## src/rtl/uart_rx_pkg.sv

```systemverilog
package uart_rx_pkg;
    typedef enum logic [2:0] {
        ST_IDLE,
        ST_START,
        ST_DATA,
        ST_PARITY,
        ST_STOP1,
        ST_STOP2
    } rx_state_t;

    localparam int CHAR_W = 8;
    localparam int STAT_W = 8;

    localparam int ST_FULL = 1;
    localparam int ST_OVR  = 2;
    localparam int ST_FRM  = 3;
    localparam int ST_PAR  = 4;
    localparam int ST_SUM  = 5;
endpackage

```

## src/rtl/uart_rx_sync.sv

```systemverilog
module uart_rx_sync (
    input  logic clk,
    input  logic rst_n,
    input  logic rxd,
    output logic rxd_s,
    output logic fall
);
    logic s1, s2, s3;

    always_ff @(posedge clk or negedge rst_n) begin
        if (!rst_n) begin
            s1 <= 1'b1;
            s2 <= 1'b1;
            s3 <= 1'b1;
        end else begin
            s1 <= rxd;
            s2 <= s1;
            s3 <= s2;
        end
    end

    assign rxd_s = s2;
    assign fall  = s3 & ~s2;
endmodule

```

## src/rtl/uart_rx_fsm.sv

```systemverilog
module uart_rx_fsm
    import uart_rx_pkg::*;
#(
    parameter int OSR = 16
) (
    input  logic              clk,
    input  logic              rst_n,
    input  logic              active,
    input  logic              tick,
    input  logic              rxd_s,
    input  logic              fall,
    input  logic              len8,
    input  logic              par_en,
    input  logic              par_odd,
    input  logic              stop2,
    output logic              done,
    output logic [CHAR_W-1:0] data,
    output logic              par_err,
    output logic              frm_err
);
    localparam int CW = $clog2(OSR);
    localparam int BW = $clog2(CHAR_W);
    localparam logic [CW-1:0] MID_START = CW'(OSR / 2 - 1);
    localparam logic [CW-1:0] MID_BIT   = CW'(OSR - 1);

    rx_state_t         state, state_nx;
    logic [CW-1:0]     cnt;
    logic [BW-1:0]     bitn;
    logic [BW-1:0]     last_bit;
    logic [CHAR_W-1:0] sreg;
    logic              pacc;
    logic              ferr;
    logic              mid;

    assign last_bit = len8 ? BW'(CHAR_W - 1) : BW'(CHAR_W - 2);
    assign mid = tick && ((state == ST_START) ? (cnt == MID_START) : (cnt == MID_BIT));

    // state register
    always_ff @(posedge clk or negedge rst_n) begin
        if (!rst_n) state <= ST_IDLE;
        else        state <= state_nx;
    end

    // transitions
    always_comb begin
        state_nx = state;
        unique case (state)
            ST_IDLE:   if (fall) state_nx = ST_START;
            ST_START:  if (mid) state_nx = rxd_s ? ST_IDLE : ST_DATA;
            ST_DATA:   if (mid && bitn == last_bit) state_nx = par_en ? ST_PARITY : ST_STOP1;
            ST_PARITY: if (mid) state_nx = ST_STOP1;
            ST_STOP1:  if (mid) state_nx = stop2 ? ST_STOP2 : ST_IDLE;
            ST_STOP2:  if (mid) state_nx = ST_IDLE;
            default:   state_nx = ST_IDLE;
        endcase
        if (!active) state_nx = ST_IDLE;
    end

    // datapath and per-state outputs
    always_ff @(posedge clk or negedge rst_n) begin
        if (!rst_n) begin
            cnt  <= '0;
            bitn <= '0;
            sreg <= '0;
            pacc <= 1'b0;
            ferr <= 1'b0;
        end else if (!active) begin
            cnt  <= '0;
            bitn <= '0;
            sreg <= '0;
            pacc <= 1'b0;
            ferr <= 1'b0;
        end else begin
            unique case (state)
                ST_IDLE: begin
                    cnt <= '0;
                    if (fall) begin
                        bitn <= '0;
                        sreg <= '0;
                        pacc <= 1'b0;
                        ferr <= 1'b0;
                    end
                end
                ST_START: begin
                    if (tick) cnt <= mid ? '0 : cnt + 1'b1;
                end
                ST_DATA: begin
                    if (tick) cnt <= cnt + 1'b1;
                    if (mid) begin
                        sreg <= {rxd_s, sreg[CHAR_W-1:1]};
                        pacc <= pacc ^ rxd_s;
                        bitn <= bitn + 1'b1;
                    end
                end
                ST_PARITY: begin
                    if (tick) cnt <= cnt + 1'b1;
                    if (mid) pacc <= pacc ^ rxd_s;
                end
                ST_STOP1, ST_STOP2: begin
                    if (tick) cnt <= cnt + 1'b1;
                    if (mid) ferr <= ferr | ~rxd_s;
                end
                default: cnt <= '0;
            endcase
        end
    end

    assign done = active && mid &&
                  (((state == ST_STOP1) && !stop2) || (state == ST_STOP2));
    assign data    = len8 ? sreg : {1'b0, sreg[CHAR_W-1:1]};
    assign par_err = par_en & (pacc ^ par_odd);
    assign frm_err = ferr | ~rxd_s;
endmodule

```

## src/rtl/uart_rx_regs.sv

```systemverilog
module uart_rx_regs
    import uart_rx_pkg::*;
(
    input  logic              clk,
    input  logic              rst_n,
    input  logic              rx_en,
    input  logic              ser_en,
    input  logic              done,
    input  logic [CHAR_W-1:0] frame_data,
    input  logic              par_err,
    input  logic              frm_err,
    input  logic              rd_buf,
    input  logic              wr_stat,
    output logic [CHAR_W-1:0] rx_data,
    output logic [STAT_W-1:0] status,
    output logic              irq
);
    logic full, ovr, frm, par;
    logic overrun;

    assign overrun = done && full && !rd_buf;

    always_ff @(posedge clk or negedge rst_n) begin
        if (!rst_n) begin
            rx_data <= '0;
            full    <= 1'b0;
            irq     <= 1'b0;
        end else begin
            irq <= done;
            if (done && !overrun) begin
                rx_data <= frame_data;
                full    <= 1'b1;
            end else if (rd_buf) begin
                full <= 1'b0;
            end
        end
    end

    always_ff @(posedge clk or negedge rst_n) begin
        if (!rst_n) begin
            ovr <= 1'b0;
            frm <= 1'b0;
            par <= 1'b0;
        end else if (!rx_en) begin
            ovr <= 1'b0;
            frm <= 1'b0;
            par <= 1'b0;
        end else begin
            par <= (par & ~wr_stat) | (done & par_err);
            frm <= (frm & ~wr_stat) | (done & frm_err);
            ovr <= ser_en & ((ovr & ~wr_stat) | overrun);
        end
    end

    always_comb begin
        status         = '0;
        status[ST_FULL] = full;
        status[ST_OVR]  = ovr;
        status[ST_FRM]  = frm;
        status[ST_PAR]  = par;
        status[ST_SUM]  = ovr | frm | par;
    end
endmodule

```

## src/rtl/uart_rx_core.sv

```systemverilog
module uart_rx_core
    import uart_rx_pkg::*;
#(
    parameter int OSR = 16
) (
    input  logic              clk,
    input  logic              rst_n,
    input  logic              os_tick,
    input  logic              rxd,
    input  logic              ctl_ser_en,
    input  logic              ctl_rx_en,
    input  logic              ctl_len8,
    input  logic              ctl_par_en,
    input  logic              ctl_par_odd,
    input  logic              ctl_stop2,
    input  logic              rd_buf,
    input  logic              wr_stat,
    output logic [CHAR_W-1:0] rx_data,
    output logic [STAT_W-1:0] status,
    output logic              rx_irq
);
    logic              rxd_s, rxd_fall;
    logic              frame_done;
    logic [CHAR_W-1:0] frame_data;
    logic              frame_par_err, frame_frm_err;
    logic              rx_active;

    assign rx_active = ctl_ser_en & ctl_rx_en;

    uart_rx_sync u_sync (
        .clk   (clk),
        .rst_n (rst_n),
        .rxd   (rxd),
        .rxd_s (rxd_s),
        .fall  (rxd_fall)
    );

    uart_rx_fsm #(.OSR(OSR)) u_fsm (
        .clk     (clk),
        .rst_n   (rst_n),
        .active  (rx_active),
        .tick    (os_tick),
        .rxd_s   (rxd_s),
        .fall    (rxd_fall),
        .len8    (ctl_len8),
        .par_en  (ctl_par_en),
        .par_odd (ctl_par_odd),
        .stop2   (ctl_stop2),
        .done    (frame_done),
        .data    (frame_data),
        .par_err (frame_par_err),
        .frm_err (frame_frm_err)
    );

    uart_rx_regs u_regs (
        .clk        (clk),
        .rst_n      (rst_n),
        .rx_en      (ctl_rx_en),
        .ser_en     (ctl_ser_en),
        .done       (frame_done),
        .frame_data (frame_data),
        .par_err    (frame_par_err),
        .frm_err    (frame_frm_err),
        .rd_buf     (rd_buf),
        .wr_stat    (wr_stat),
        .rx_data    (rx_data),
        .status     (status),
        .irq        (rx_irq)
    );
endmodule

```

## config.mk

```make
export PLATFORM = sky130hd
export DESIGN_NAME = uart_rx_core
export DESIGN_NICKNAME = d
export VERILOG_FILES = /design/src/rtl/uart_rx_pkg.sv /design/src/rtl/uart_rx_sync.sv /design/src/rtl/uart_rx_fsm.sv /design/src/rtl/uart_rx_regs.sv /design/src/rtl/uart_rx_core.sv
export SDC_FILE = /design/constraint.sdc
export NUM_CORES = 1
export LEC_CHECK = 0
export BUFFER_PORTS_ARGS = -buffer_cell sky130_fd_sc_hd__buf_2
export CAP_MARGIN = 20
export CORE_UTILIZATION = 25
export CTS_BUF_LIST = sky130_fd_sc_hd__clkbuf_2
export DETAILED_ROUTE_END_ITERATION = 6
export PLACE_DENSITY = 0.39
export SYNTH_ARGS = -nofsm -noshare
export SYNTH_HDL_FRONTEND = slang
export SYNTH_SLANG_ARGS = --single-unit
```

## constraint.sdc

```tcl
create_clock -name clk -period 2.37 [get_ports clk]
set_input_delay 0.237 -clock clk [delete_from_list [all_inputs] [get_ports clk]]
set_output_delay 0.237 -clock clk [all_outputs]
set_load 0.02 [all_outputs]
```

==> out/results.tsv, run 1 <==
stage	metric	value	unit
logic_synthesis	Synth Flop Type	dfrtp_1	
floorplanning	Chip Height	90.16	µm
logic_synthesis	mapped cell area	0.001943	mm²
hold_path	Worst Hold End	u_regs.ovr$_DFF_PN0_	
critical_path	Req. time, crit path	2680	ps
critical_path	CP Capture Type	flop	
floorplanning	core area	0.007370	mm²
critical_path	CP Launch Type	flop	
floorplanning	total die area	0.008129	mm²
route	Iter 0 DRT Violations	47	
critical_path	critical path cell sequence	nor3b_4 -> mux2_4 -> or4_1 -> a21oi_1	
power	Max VDD drop	0.0001646	V
timing	RSZ-0062 raised after global routing	false	
critical_path	FF-to-FF Start	u_fsm.state[2]$_DFFE_PN0P_	
timing	slew margin rel.	0.4453	
critical_path	CP delay by family, top	simple AND/OR/NAND/NOR gates	
route	DRC Markers	0	
clock_network	CTS tree	yes	
logic_synthesis	top cells by area, synth	dfrtp_1 42%, a32o_1 4.6%, dfstp_2 4.1%	
timing	post-route clock period utilization	0.8403	
route	Post-DRT Antenna Nets	0	
placed_design	PortBufs	25	
hold_path	depth of the worst hold-timing path	3	
global_route	vias in the first global route	1358	
job	max_cap viols	0	
logic_synthesis	post-synth top area cell	dfrtp_1	
clock_network	Post-CTS Setup Bufs	0	
clock_network	clk sinks	36	
logic_synthesis	most common cell in the synthesized netlist	dfrtp_1	
floorplanning	die width	90.16	µm
critical_path	path depth of the worst reg2reg path	4	
clock_network	Worst-path clk slew	210	ps
power	Clk pwr share	0.299	
critical_path	crit-path max FO	14	
timing	setup TNS	0	ps
critical_path	worst r2r dst	u_fsm.bitn[2]$_DFFE_PN0P_	
power	Power Total	1003	µW
timing	Setup Viol. Count Final	0	
logic_synthesis	post-synth cell types	48	
placed_design	HPWL Detailed	2975	µm
logic_synthesis	Seq cells post-synth	36	
route	first-pass iteration count of the detailed router	4	
critical_path	slowest library cell on the worst path	dfrtp_1	
hold_path	Tightest Hold Check Type	input pin to flop	
global_route	total grt overflow	0	
hold_path	hold path start	rd_buf	
global_route	antenna violations before repair	0	
logic_synthesis	Async S/R FF share, synth	1.000	
clock_network	Root Driver	clkbuf_2	
clock_network	CTS buffer count	5	
floorplanning	standard-cell rows	31	
timing	final hold vios	0	
critical_path	Arr. time, crit path	2310	ps
timing	Slew @ Worst Pin	832.1	ps
finish	antenna cells	0	
logic_synthesis	top-area cell type share of the netlist area	0.4250	
timing	skew final	27.17	ps
clock_network	CTS Buffer Depth	2	
finish	share of post-route cells with drive strength above 1	0.2718	
logic_synthesis	register area share after synthesis	0.4656	
power	switch share	0.2835	
critical_path	r2r setup slk	380	ps
finish	Layout Area Growth over Synthesis	14.10	%
placed_design	RD Place Congestion	0.6939	
logic_synthesis	Avg Inst Size Synth	10.92	µm²
critical_path	largest stage delay on the critical path	590	ps
power	leakage	0.001055	µW
power	Int Power	718.9	µW
outcome	status	completed	
global_route	first-pass GRT wire length	6948	µm
power	switching power	284.5	µW
timing	achievable frequency	502.1	MHz
route	via count	1442	
timing	fin crit period	1992	ps
critical_path	critical path class	flop to flop	
finish	Final nets	221	
clock_network	hold buffers post-CTS	2	
global_route	largest net degree at the start of global routing	37	
floorplanning	io pins	29	
power	sequential power share	0.626	
timing	final slew viol count	0	
logic_synthesis	top cells by count, synth	33 x dfrtp_1, 13 x nand2_1, 11 x inv_1, 9 x a32o_1, 8 x a21oi_1	
route	Via density	4.728	
logic_synthesis	cells after synthesis	178	
finish	fillers	793	
power	Cell Pwr Density	452.6	mW/mm²
floorplanning	effective utilization at floorplan	0.2637	
logic_synthesis	number of synthesized flops with an enable pin	0	
global_route	GRT Util Overall	0.1092	
route	WL/cell	13.82	µm
clock_network	htree depth	2	
logic_synthesis	Synth warnings	0	
power	Gate power share	0.075	
clock_network	Clk Latency, worst-skew pair	390	ps
critical_path	CP Buf/Inv Count	0	
route	WL final	4216	µm
clock_network	post_cts resized	0	
-- worst register-to-register path, delay by kind of cell, from the launching register on --
family | cells | cell delay (ps)
muxes | 1 | 380
and+or+nand+nor | 2 | 800
AOI/OAI and AO/OA | 1 | 150
DFF | 1 | 590
-- placed cells by master, fill, tap and decap left out, types with 2 or more instances in the layout --
cell / count
clkinv_2: 2
or3_1: 3
xor2_1: 4
a21oi_1: 8
mux2i_1: 3
nand2b_1: 6
o211ai_1: 2
dfstp_2: 3
dfrtp_1: 33
dlygate4sd3_1: 2
nand4_1: 4
nand2_1: 13
mux2_2: 7
conb_1: 3
and2_1: 2
a32o_1: 9
a31o_2: 2
ha_1: 4
o311ai_0: 2
mux2_1: 7
o31ai_1: 3
nor2b_1: 2
nand4b_1: 2
clkbuf_2: 5
nand3_1: 5
o21ai_0: 2
buf_4: 5
nor3_1: 3
buf_2: 25
nor2_1: 4
inv_1: 11
-- sequential cells by signal, indices dropped and copies added (netlist names), 3 cells and up --
register        cells
u_regs.rx_data      8
u_fsm.bitn          3
u_fsm.cnt           4
u_fsm.sreg          8
u_fsm.state         3
-- power groups by stage --
stage                     registers (µW)  logic (µW)  clock network, µW
after floorplan                      635        46.4                  0
after global placement               639        77.3                  0
after detailed placement             638        74.8                  0
after CTS                            628        77.6                319
after global routing                 629        86.6                338
final                                628        75.4                300
-- cell type report --
type	instances	area, µm²	share of cell area
sequential	36	904.6	0.4080
inverter	11	41.29	0.01862
tap	99	123.9	0.05587
multi-input combinational	119	920.9	0.4153
timing repair buffer	32	182.7	0.08239
clock inverter	3	18.77	0.008465
clock buffer	5	25.02	0.01129
-- stage by stage --
stage	hold slack, ps	instance area (µm²)	cells	worst slack, ps	util
after detailed placement	348.9	2153	295	447.9	0.2922
after CTS	66.82	2217	305	384.5	0.3008
after floorplan	-58.59	1951	180	578.6	-
after global routing	61.26	2217	305	276.9	0.3008
final	91.32	2217	305	378.5	0.3008
after global placement	347.1	2153	295	454.8	0.2922
-- per-layer routing --
layer / vias up / global-route usage / wire length [µm]
li1: 705 / - / -
met1: 697 / 0.1463 / 2075
met2: 35 / 0.1737 / 1921
met3: 5 / 0.02453 / 174
met4: 0 / 0.03629 / 44
met5: - / 0 / 0
-- worst max path at each step --
| stage | cells after the start | slack [ps] | from | end |
|---|---|---|---|---|
| after detailed placement | 4 | 450 | u_fsm.state[2]$_DFFE_PN0P_ | u_fsm.bitn[2]$_DFFE_PN0P_ |
| final | 4 | 380 | u_fsm.state[2]$_DFFE_PN0P_ | u_fsm.bitn[2]$_DFFE_PN0P_ |
| after floorplan | 5 | 580 | u_fsm.state[0]$_DFFE_PN0P_ | u_regs.rx_data[0]$_DFFE_PN0P_ |
| after CTS | 4 | 380 | u_fsm.state[2]$_DFFE_PN0P_ | u_fsm.bitn[2]$_DFFE_PN0P_ |
| after global placement | 5 | 450 | u_fsm.state[1]$_DFFE_PN0P_ | u_fsm.cnt[3]$_DFFE_PN0P_ |
| after global routing | 4 | 280 | u_fsm.state[2]$_DFFE_PN0P_ | u_fsm.bitn[2]$_DFFE_PN0P_ |
-- cells by family (layout without fill, tap and decap cells) --
kind of cell,count (synthesis),after routing,synth area share
other cells,1,3,0.001930
xor+xnor,4,4,0.01803
compound gates,40,40,0.1655
mux,19,19,0.1114
fa+ha+maj,4,4,0.02576
buf+inv,25,51,0.06439
flops,36,36,0.4656
simple gates,49,49,0.1475
(Power assumes the default switching activity.)
==> run 2, diff against run 1 <==
==> constraint.sdc (replaced) <==
create_clock -name clk -period 1.9 [get_ports clk]
set_input_delay 0.19 -clock clk [delete_from_list [all_inputs] [get_ports clk]]
set_output_delay 0.19 -clock clk [all_outputs]
set_load 0.02 [all_outputs]
==> out/results.tsv, run 2 (synthesized netlist as in run 1, its figures left out) <==
stage	metric	value	unit	change
route	DRC Markers	0		unchanged
critical_path	critical path cell sequence	ha_2 -> nand4b_1 -> mux2_4 -> or4_4 -> a21oi_2		
clock_network	Clk Latency, worst-skew pair	400	ps	about the same
clock_network	Worst-path clk slew	200	ps	about the same
critical_path	Req. time, crit path	2230	ps	-450 ps
finish	Layout Area Growth over Synthesis	19.77	%	
timing	post-route clock period utilization	0.9615		+0.1212
finish	antenna cells	0		unchanged
route	Via density	4.763		+0.74%
global_route	antenna violations before repair	0		unchanged
placed_design	HPWL Detailed	3133	µm	+5.3%
clock_network	htree depth	2		unchanged
clock_network	clk sinks	36		unchanged
finish	Final nets	228		+3.2%
floorplanning	core area	0.007370	mm²	unchanged
global_route	total grt overflow	0		unchanged
clock_network	Root Driver	clkbuf_2		
placed_design	Setup WS pre-CTS	-63.17	ps	-511.1 ps
route	Post-DRT Antenna Nets	0		unchanged
timing	Setup Viol. Count Final	0		unchanged
timing	setup TNS	0	ps	unchanged
placed_design	PortBufs	25		unchanged
floorplanning	standard-cell rows	31		unchanged
timing	skew final	20.03	ps	-7.142 ps
route	WL final	4322	µm	+2.5%
finish	most frequent cells in the layout	33 x dfrtp_1, 25 x buf_2, 13 x nand2_1		
placed_design	RD Place Congestion	0.7456		+7.5%
global_route	met1 usage	0.1554		+0.009104
timing	fin crit period	1827	ps	-164.7 ps
power	Max VDD drop	0.0001634	V	-0.69%
hold_path	Tightest Hold Check Type	input pin to flop		
power	leakage	0.001097	µW	+4.0%
global_route	GRT Util Overall	0.1152		+0.005934
job	max_cap viols	0		unchanged
route	via count	1486		+3.1%
timing	Final WS setup	73.19	ps	-305.3 ps
global_route	met2 Use GR	0.1819		+0.008270
timing	achievable frequency	547.4	MHz	+9.0%
global_route	GR peak layer	met2		
critical_path	CP Capture Type	flop		
timing	final slew viol count	0		unchanged
timing	final hold vios	0		unchanged
critical_path	crit-path max FO	8		-6
global_route	GR Util met3	0.02453		unchanged
route	first-pass iteration count of the detailed router	4		unchanged
finish	share of post-route cells with drive strength above 1	0.3146		+0.04271
route	Iter 0 DRT Violations	77		+64%
finish	fillers	776		-2.1%
global_route	first-pass GRT wire length	7479	µm	+7.6%
floorplanning	effective utilization at floorplan	0.2637		unchanged
finish	commonest non-fill, non-tap cell in the layout	dfrtp_1		
global_route	largest net degree at the start of global routing	21		-43%
critical_path	CP delay by family, top	simple AND/OR/NAND/NOR gates		
critical_path	largest stage delay on the critical path	490	ps	-100 ps
finish	fin util	0.3158		+0.01494
finish	top flop regs	u_fsm.sreg: 8 flops, u_regs.rx_data: 8 flops, u_fsm.cnt: 4 flops		
critical_path	CP Buf/Inv Count	0		unchanged
global_route	vias in the first global route	1529		+13%
critical_path	CP Launch Type	flop		
timing	RSZ-0062 raised after global routing	false		
floorplanning	io pins	29		unchanged
route	WL/cell	13.85	µm	+0.21%
floorplanning	total die area	0.008129	mm²	unchanged
timing	Hold Slack	52.84	ps	-38.49 ps
clock_network	CTS buffer count	5		unchanged
clock_network	CTS Buffer Depth	2		unchanged
critical_path	Arr. time, crit path	2160	ps	-150 ps
floorplanning	die width	90.16	µm	unchanged
critical_path	slowest library cell on the worst path	or4_4		
floorplanning	Chip Height	90.16	µm	unchanged
power	Cell Pwr Density	541.6	mW/mm²	+20%
critical_path	critical path class	flop to flop		
clock_network	CTS tree	yes		
outcome	status	completed		
[run 2: worst paths after layout]
kind | end | start | slack (ps) | cells after the start
worst max-delay path | u_fsm.bitn[2]$_DFFE_PN0P_ | u_fsm.cnt[0]$_DFFE_PN0P_ | 70 | 5
worst min-delay path | u_regs.ovr$_DFF_PN0_ | rd_buf | 50 | 3
worst max register to register | u_fsm.bitn[2]$_DFFE_PN0P_ | u_fsm.cnt[0]$_DFFE_PN0P_ | 70 | 5
worst min register to register | u_sync.rxd_s$_DFF_PN1_ | u_sync.s1$_DFF_PN1_ | 370 | 0
max in group asynchronous | u_sync.rxd_s$_DFF_PN1_ | rst_n | 1110 | 3
min in group asynchronous | u_fsm.sreg[6]$_DFFE_PN0P_ | rst_n | 230 | 2
[run 2: power by group]
group / total (µW) / internal [µW] / switching, µW / leakage, µW
registers: 781 / 775 / 5.86 / 0.000487
logic: 111 / 42.8 / 67.9 / 0.000577
clock network: 368 / 89.1 / 279 / 0.0000327
[run 2: per-stage QoR]
step,instance area [µm²],power [µW],std cells
final,2327,1260,312
after detailed placement,2236,903.8,301
after CTS,2302,1294,311
after global routing,2327,1335,312
after floorplan,1951,849.7,180
after global placement,2236,905.4,301
[run 2: layout make-up]
cell class | instances | area, µm² | area share
flip-flops and latches | 36 | 904.6 | 0.3887
well taps | 99 | 123.9 | 0.05323
clock inverters | 3 | 18.77 | 0.008065
inverters | 11 | 41.29 | 0.01774
clock buffers | 5 | 25.02 | 0.01075
repair buffers | 39 | 272.8 | 0.1172
multi-input cells | 119 | 940.9 | 0.4043
[run 2: worst min-delay path, delay by kind of cell]
family / cells / cell delay (ps)
buf+inv: 1 / 80
simple gates: 1 / 100
compound gates: 1 / 60
[run 2: timing repair]
item                                    4_1_cts  5_1_grt
pin swaps                                     0        3
hold endpoints to repair                     16        0
endpoints found under the setup margin        9        9
setup buffers                                 0        1
hold buffers                                  2        0
gates resized for setup                       1        4
[run 2: per-layer routing]
| metal | vias to the layer above | share of wire |
|---|---|---|
| met5 | - | 0 |
| met4 | 0 | 0.012 |
| met3 | 7 | 0.035 |
| met2 | 29 | 0.46 |
| met1 | 731 | 0.49 |
| li1 | 719 | - |
==> run 3, diff against run 2 <==
--- a/config.mk
+++ b/config.mk
@@ -10,7 +10,9 @@
 export CORE_UTILIZATION = 25
 export CTS_BUF_LIST = sky130_fd_sc_hd__clkbuf_2
 export DETAILED_ROUTE_END_ITERATION = 6
+export MAX_ROUTING_LAYER = met4
 export PLACE_DENSITY = 0.39
 export SYNTH_ARGS = -nofsm -noshare
 export SYNTH_HDL_FRONTEND = slang
 export SYNTH_SLANG_ARGS = --single-unit
+export TNS_END_PERCENT = 20
==> out/results.tsv, run 3 (synthesized netlist as in run 1, its figures left out) <==
stage	metric	value	unit	change
route	WL final	4325	µm	about the same
power	leakage	0.001097	µW	unchanged
critical_path	worst r2r dst	u_fsm.bitn[2]$_DFFE_PN0P_		
critical_path	Critical Path Stages	5		unchanged
floorplanning	total die area	0.008129	mm²	unchanged
critical_path	CP Capture Type	flop		
route	M1 WL	2120	µm	+0.43%
global_route	total grt overflow	0		unchanged
critical_path	Req. time, crit path	2230	ps	about the same
job	max_cap viols	0		unchanged
timing	final hold vios	0		unchanged
timing	Setup Viol. Count Final	0		unchanged
floorplanning	standard-cell rows	31		unchanged
clock_network	CTS buffer count	5		unchanged
clock_network	CTS Buffer Depth	2		unchanged
critical_path	crit path to	u_fsm.bitn[2]$_DFFE_PN0P_		
critical_path	slowest library cell on the worst path	or4_4		
finish	Layout Area Growth over Synthesis	19.77	%	unchanged
critical_path	CP delay by family, top	simple AND/OR/NAND/NOR gates		
global_route	vias in the first global route	1530		+0.065%
critical_path	largest stage delay on the critical path	490	ps	about the same
timing	achievable frequency	547.4	MHz	unchanged
placed_design	Placement Cell Area	0.002236	mm²	unchanged
floorplanning	Chip Height	90.16	µm	unchanged
critical_path	CP Buf/Inv Count	0		unchanged
route	first-pass iteration count of the detailed router	4		unchanged
critical_path	FF-to-FF Start	u_fsm.cnt[0]$_DFFE_PN0P_		
finish	antenna cells	0		unchanged
outcome	status	completed		
clock_network	clk sinks	36		unchanged
route	DR WL met2	2019	µm	+0.70%
global_route	antenna violations before repair	0		unchanged
floorplanning	core area	0.007370	mm²	unchanged
route	Iter 0 DRT Violations	77		unchanged
power	Cell Pwr Density	541.9	mW/mm²	about the same
route	Post-DRT Antenna Nets	0		unchanged
clock_network	Clk Latency, worst-skew pair	400	ps	about the same
route	met3 WL	148	µm	-2.0%
route	via count	1487		+0.067%
timing	post-route clock period utilization	0.9615		about the same
placed_design	PortBufs	25		unchanged
route	WL/cell	13.86	µm	about the same
timing	Hold Slack	52.44	ps	-0.3928 ps
global_route	first-pass GRT wire length	7472	µm	about the same
global_route	largest net degree at the start of global routing	21		unchanged
placed_design	Setup WS pre-CTS	-63.17	ps	unchanged
power	Max VDD drop	0.0001642	V	+0.50%
route	max layer used	met4		
global_route	GRT Util Overall	0.1185		+0.003337
clock_network	Worst-path clk slew	200	ps	about the same
finish	fillers	776		unchanged
critical_path	path depth of the worst reg2reg path	5		unchanged
finish	share of post-route cells with drive strength above 1	0.3146		unchanged
timing	skew final	21.21	ps	+1.187 ps
placed_design	HPWL Detailed	3133	µm	unchanged
finish	Final nets	228		unchanged
timing	Final WS setup	73.18	ps	-0.0009000 ps
critical_path	critical path class	flop to flop		
hold_path	Tightest Hold Check Type	input pin to flop		
timing	RSZ-0062 raised after global routing	false		
route	Via density	4.766		about the same
finish	most frequent cells in the layout	33 x dfrtp_1, 25 x buf_2, 13 x nand2_1		
critical_path	Critical path origin	u_fsm.cnt[0]$_DFFE_PN0P_		
finish	top flop regs	u_fsm.sreg: 8 flops, u_regs.rx_data: 8 flops, u_fsm.cnt: 4 flops		
critical_path	r2r setup slk	70	ps	about the same
placed_design	RD Place Congestion	0.7550		+1.3%
timing	final slew viol count	0		unchanged
route	DRC Markers	0		unchanged
critical_path	crit-path max FO	8		unchanged
finish	Final Cell Area	0.002327	mm²	unchanged
clock_network	Root Driver	clkbuf_2		
finish	fin util	0.3158		unchanged
timing	fin crit period	1827	ps	+0.0009000 ps
clock_network	CTS tree	yes		
floorplanning	effective utilization at floorplan	0.2637		unchanged
floorplanning	die width	90.16	µm	unchanged
critical_path	Arr. time, crit path	2160	ps	about the same
clock_network	htree depth	2		unchanged
critical_path	critical path cell sequence	ha_2 -> nand4b_1 -> mux2_4 -> or4_4 -> a21oi_2		
power	Power Total	1261	µW	about the same
critical_path	CP Launch Type	flop		
floorplanning	io pins	29		unchanged
finish	commonest non-fill, non-tap cell in the layout	dfrtp_1		
[run 3: cell counts in the layout (fill, tap and decap cells not counted)]
Identical to the previous run, type by type.
[run 3: metrics by stage]
stage	TNS, ps	cells
after CTS	0	311
after global placement	-274.5	301
after detailed placement	-513.1	301
after floorplan	0	180
final	0	312
after global routing	0	312
[run 3: per-layer routing]
| metal | track usage | vias up |
|---|---|---|
| li1 | - | 719 |
| met1 | 0.1554 | 734 |
| met2 | 0.1819 | 29 |
| met3 | 0.02453 | 5 |
| met4 | 0.04032 | 0 |
| met5 | - | - |
[run 3: power by group]
| part | internal (µW) | switching (µW) |
|---|---|---|
| registers | 775 | 5.84 |
| logic | 42.8 | 68.0 |
| clock network | 89.1 | 280 |
| total | 907 | 354 |
[run 3: cell type report]
class,count,area [µm²],share of cell area
Inverter,11,41.29,0.01774
Multi-Input combinational cell,119,940.9,0.4043
Clock buffer,5,25.02,0.01075
Tap cell,99,123.9,0.05323
Timing Repair Buffer,39,272.8,0.1172
Sequential cell,36,904.6,0.3887
Clock inverter,3,18.77,0.008065
[run 3: how the worst min path moves through the flow]
stage                     startpoint                   endpoint  slack (ps)  cells after the start
after detailed placement       rst_n       u_regs.par$_DFF_PN0_         170                      1
after CTS                     rd_buf       u_regs.ovr$_DFF_PN0_          10                      3
after floorplan                rst_n  u_fsm.bitn[0]$_DFFE_PN0P_        -110                      0
after global routing          rd_buf       u_regs.ovr$_DFF_PN0_          30                      3
final                         rd_buf       u_regs.ovr$_DFF_PN0_          50                      3
after global placement         rst_n       u_regs.par$_DFF_PN0_         170                      1
[run 3: repair_timing]
action	CTS	global route
gates resized for setup	1	4
cloned	0	0
hold buffers	2	0
setup buffers	0	1
pin swaps	0	3
endpoints found under the hold margin	16	0
endpoints found under the setup margin	9	9
[run 3: tightest hold or removal path, stage by stage]
cell      delay [ps]
buf_2             80
nand4b_1         100
a21oi_1           60
